<file path="src/rtl/ce_shield_pkg.sv">
package ce_shield_pkg;

   // Controller states of the chip-enable gate.
   typedef enum logic [1:0] {
      GS_PASS  = 2'd0,
      GS_GRACE = 2'd1,
      GS_BLOCK = 2'd2
   } gate_state_t;

   // Width of a counter able to hold the value n.
   function automatic int cnt_width(input int n);
      return (n < 2) ? 1 : $clog2(n + 1);
   endfunction

endpackage

</file>
<file path="src/rtl/ce_shield_timer.sv">
module ce_shield_timer #(
   parameter int GRACE_CYCLES = 3750
) (
   input  logic clk,
   input  logic rst_n,
   input  logic run,
   output logic expired
);
   localparam int CW = ce_shield_pkg::cnt_width(GRACE_CYCLES);
   localparam logic [CW-1:0] LAST = CW'(GRACE_CYCLES - 1);

   logic [CW-1:0] cnt_q;

   generate
      if (GRACE_CYCLES < 1) begin : g_bad_grace
         $error("ce_shield_timer: GRACE_CYCLES must be at least 1");
      end
   endgenerate

   // Counts the cycles spent in grace; cleared whenever grace is left.
   always_ff @(posedge clk or negedge rst_n) begin
      if (!rst_n) begin
         cnt_q <= '0;
      end else if (!run) begin
         cnt_q <= '0;
      end else if (cnt_q != LAST) begin
         cnt_q <= cnt_q + CW'(1);
      end
   end

   assign expired = run && (cnt_q == LAST);

endmodule

</file>
<file path="src/rtl/ce_shield_fsm.sv">
module ce_shield_fsm
   import ce_shield_pkg::*;
(
   input  logic        clk,
   input  logic        rst_n,
   input  logic        cpu_ce_n,
   input  logic        hold_req,
   input  logic        grace_done,
   output gate_state_t state_q,
   output logic        gate_n
);
   gate_state_t state_d;

   always_comb begin
      state_d = state_q;
      unique case (state_q)
         GS_PASS: begin
            if (hold_req) state_d = cpu_ce_n ? GS_BLOCK : GS_GRACE;
         end
         GS_GRACE: begin
            // Select released or window used up: close for good.
            if (cpu_ce_n || grace_done) state_d = GS_BLOCK;
         end
         GS_BLOCK: begin
            if (!hold_req) state_d = GS_PASS;
         end
         default: state_d = GS_BLOCK;
      endcase
   end

   always_ff @(posedge clk or negedge rst_n) begin
      if (!rst_n) state_q <= GS_BLOCK;
      else        state_q <= state_d;
   end

   // Open path passes the select; blocked path drives it inactive.
   assign gate_n = (state_q == GS_BLOCK) ? 1'b1 : cpu_ce_n;

endmodule

</file>
<file path="src/rtl/ce_shield.sv">
module ce_shield
   import ce_shield_pkg::*;
#(
   parameter int GRACE_CYCLES = 3750,
   parameter bit OUT_REG      = 1'b0
) (
   input  logic clk,
   input  logic rst_n,
   input  logic cpu_ce_n,
   input  logic rst_active,
   input  logic rst_recover,
   output logic mem_ce_n
);
   gate_state_t state_q;
   logic        hold_req;
   logic        grace_done;
   logic        gate_n;

   assign hold_req = rst_active | rst_recover;

   ce_shield_timer #(
      .GRACE_CYCLES(GRACE_CYCLES)
   ) u_timer (
      .clk     (clk),
      .rst_n   (rst_n),
      .run     (state_q == GS_GRACE),
      .expired (grace_done)
   );

   ce_shield_fsm u_fsm (
      .clk        (clk),
      .rst_n      (rst_n),
      .cpu_ce_n   (cpu_ce_n),
      .hold_req   (hold_req),
      .grace_done (grace_done),
      .state_q    (state_q),
      .gate_n     (gate_n)
   );

   generate
      if (OUT_REG) begin : g_out_flop
         logic out_q;
         always_ff @(posedge clk or negedge rst_n) begin
            if (!rst_n) out_q <= 1'b1;
            else        out_q <= gate_n;
         end
         assign mem_ce_n = out_q;
      end else begin : g_out_direct
         assign mem_ce_n = gate_n;
      end
   endgenerate

endmodule

</file>
<file path="config.mk">
export PLATFORM = sky130hd
export DESIGN_NAME = ce_shield
export DESIGN_NICKNAME = d
export VERILOG_FILES = /design/src/rtl/ce_shield_pkg.sv /design/src/rtl/ce_shield_timer.sv /design/src/rtl/ce_shield_fsm.sv /design/src/rtl/ce_shield.sv
export SDC_FILE = /design/constraint.sdc
export NUM_CORES = 1
export LEC_CHECK = 0
export CAP_MARGIN = 10
export CORE_MARGIN = 10
export CORE_UTILIZATION = 57
export CTS_BUF_LIST = sky130_fd_sc_hd__clkbuf_4
export CTS_CLUSTER_DIAMETER = 40
export DETAILED_ROUTE_END_ITERATION = 8
export DONT_BUFFER_PORTS = 1
export PLACE_DENSITY = 0.75
export SLEW_MARGIN = 30
export SYNTH_ARGS = -nofsm -noshare
export SYNTH_HDL_FRONTEND = slang
export SYNTH_SLANG_ARGS = --single-unit
</file>
<file path="constraint.sdc">
create_clock -name clk -period 1.43 [get_ports clk]
set_input_delay 0.0715 -clock clk [delete_from_list [all_inputs] [get_ports clk]]
set_output_delay 0.0715 -clock clk [all_outputs]
set_load 0.01 [all_outputs]
</file>
==> metrics.md <==
| Metric | Value |
|---|---|
| CTS tree | built |
| Ports | 6 |
| Register area share after synthesis | 45.7% |
| WS Path Type | reg2reg |
| Area Growth Syn to Fin | 31.5% |
| Routed wire per std cell | ~18 um |
| R2R Setup Slk | roughly 22 ps |
| Row count | 13 |
| Max Fclk | around 710 MHz |
| Port buffer count | 0 |
| Post-synth top area cell | dfrtp_1 |
| Crit path max fanout | 5 |
| Run status | finished clean |
| Largest net degree at the start of global routing | 15 |
| Tightest hold margin | ~47 ps |
| Most instantiated cells after synthesis | 13 x dfrtp_1, 6 x a21oi_1, 5 x nand2_1, 5 x nand3_1, 5 x or3_1 |
| Post-synth net total | between 80 and 90 |
| DP Wirelength | roughly 1200 um |
| Worst Path Required | 1620 ps |
| Most frequent cell after synthesis | dfrtp_1 |
| Total power | between 0.0007 and 0.0008 W |
| YS warnings | 0 |
| Die boundary height | between 50 and 60 um |
| Pre-antenna DRT Iters | 4 |
| DRC | 0 |
| Setup TNS | 0 ps |
| First-pass GRT wire length | 2900 um |
| Initial core utilization | between 50% and 60% |
| Max-slew headroom | 58.7% |
| Clock root buffer | clkbuf_4 |
| Clk slew on worst S/H paths | 80 ps |
| Shortest period the worst path allows | ~1400 ps |
| Core Footprint | 1280 um^2 |
| Num CTS Buffers | 3 |
| DR iter-0 viols | 22 |
| Layout cell share with drive strength beyond 1 | a little over a third |
| Top-area cell type share of the netlist area | between 40% and 50% |
| Inserted Diodes | 0 |
| Total track usage | 10.8% |
| Critical Path Source Type | flop |
| Pwr dens | 711 nW/um^2 |
| Via-per-instance ratio | roughly 6.3 |
| Chip Width | about 57 um |
| Placed cells | 97 |
| Type of the worst min-delay path | in2reg |
| Clk buf depth | 2 |
| Top cells by area, synth | dfrtp_1 42%, or3_1 4.1%, a21oi_1 3.9% |
| Congestion Overflow GR | 0 |
| Clock sink total | 14 |
| Initial antenna violation count | 0 |
| Post-synth EDFFs | 0 |
| Routability cong. | ~0.8 |
| Max-Cap Viols | 0 |
| Post-Layout Cell Count | 110 |
| Fin nets | between 100 and 150 |
| Util after Layout | 78.8% |
| Die area | roughly 3200 um^2 |
| Unique masters post-synth | 32 |
| Avg Cell Area, Syn | around 10 um^2 |
| Final period util | roughly 98% |
| Async set-reset flop share out of synthesis | 100% |
| Primary FF master, synth | dfrtp_1 |
| WP data arrival | roughly 1600 ps |
| Routed Antenna Nets | 0 |
| Count of pins over their slew limit | 0 |
| VDD IR-drop max | around 0.00055 V |
| Latest clock arrival within the worst-skew pair | approximately 280 ps |
| Worst-Margin Slew | slightly above 600 ps |
| H-tree Lvls | 1 |
| Synthesized instance count | 77 |
| Mapped Area | ~770 um^2 |
| Vias in the first global route | about 670 |
| Hold Fails Final Rpt | 0 |
| Final Skew | about 9.4 ps |
| Critical Path Sink Type | flop |
| Setup-failing EPs final | 0 |
| LEAKAGE | 0.380 nW |
| Synthesis-stage register bit count | 14 |
| Via Count | just under 700 |
| Routed WL | 1970 um |
flip-flops by register name (all words and copies together) (netlist names):
name / flops
u_timer.cnt_q: 12
u_fsm.state_q: 2
critical path, cell delays in order, from the launching register on:
cell,delay [ps]
dfrtp_1,450
inv_2,110
ha_4,140
nand4bb_4,160
o31a_1,280
a211oi_2,190
power by group:
group | internal (W) | total [W] | switching [W]
logic | 0.0000239 | 0.0000504 | 0.0000266
clock network | 0.000127 | 0.000253 | 0.000125
registers | 0.000404 | 0.000417 | 0.0000130
routing by layer:
layer  wire length [um]  part of all wire (%)  GRT usage (%)
met3                127                   6.4           2.25
met2               1000                    51           19.3
met5                  0                     0              0
met1                814                    41           12.1
met4                 27                   1.4           4.03
kinds of logic after synthesis:
family          synth area share, %
simple gates                   28.3
compound gates                 18.2
flops                          45.7
buf+inv                        2.11
fa+ha+maj                      3.25
xor+xnor                       1.14
mux                            1.30
layout make-up:
class	count	area [um^2]
well taps	15	18.8
inverters	3	11.3
multi-input cells	59	478
repair buffers	15	118
flip-flops and latches	14	357
fillers	76	273
clock buffers	4	30.0
metrics by stage:
stage	area [um^2]	worst slack (ps)
2_1_floorplan	769	61.0
3_3_place_gp	828	20.3
3_5_place_dp	828	-79.7
4_1_cts	907	0.827
5_1_grt	1010	-27.3
6_report	1010	22.2
final timing paths:
check | end | cells after the start | startpoint
worst max-delay path | u_timer.cnt_q[1]$_DFFE_PN0P_ | 5 | u_timer.cnt_q[1]$_DFFE_PN0P_
worst min-delay path | u_fsm.state_q[1]$_DFFE_PN1P_ | 2 | rst_active
worst max register to register | u_timer.cnt_q[1]$_DFFE_PN0P_ | 5 | u_timer.cnt_q[1]$_DFFE_PN0P_
worst min register to register | u_timer.cnt_q[11]$_DFFE_PN0P_ | 2 | u_timer.cnt_q[11]$_DFFE_PN0P_
max in group asynchronous | u_timer.cnt_q[3]$_DFFE_PN0P_ | 1 | rst_n
min in group asynchronous | u_timer.cnt_q[6]$_DFFE_PN0P_ | 1 | rst_n
layout by cell type, fill, tap and decap left out, drive strengths merged, types with 2 or more instances in the layout:
cell type,n
o31ai,2
nand2b,2
ha,2
clkbuf,4
dlygate4sd3,2
inv,3
a21oi,6
nand3,5
or4,2
buf,13
nor3,5
dfrtp,13
o21ai,5
nor4,2
o31a,2
nand2,5
nor2,3
or3,5
what timing repair did:
item	4_1_cts	5_1_grt
setup buffers	0	7
hold endpoints to repair	16	0
hold buffers	2	0
pin swaps	1	2
gates resized for setup	5	10
endpoints found under the setup margin	4	8
Note: power is estimated with default switching activity, not from simulation.
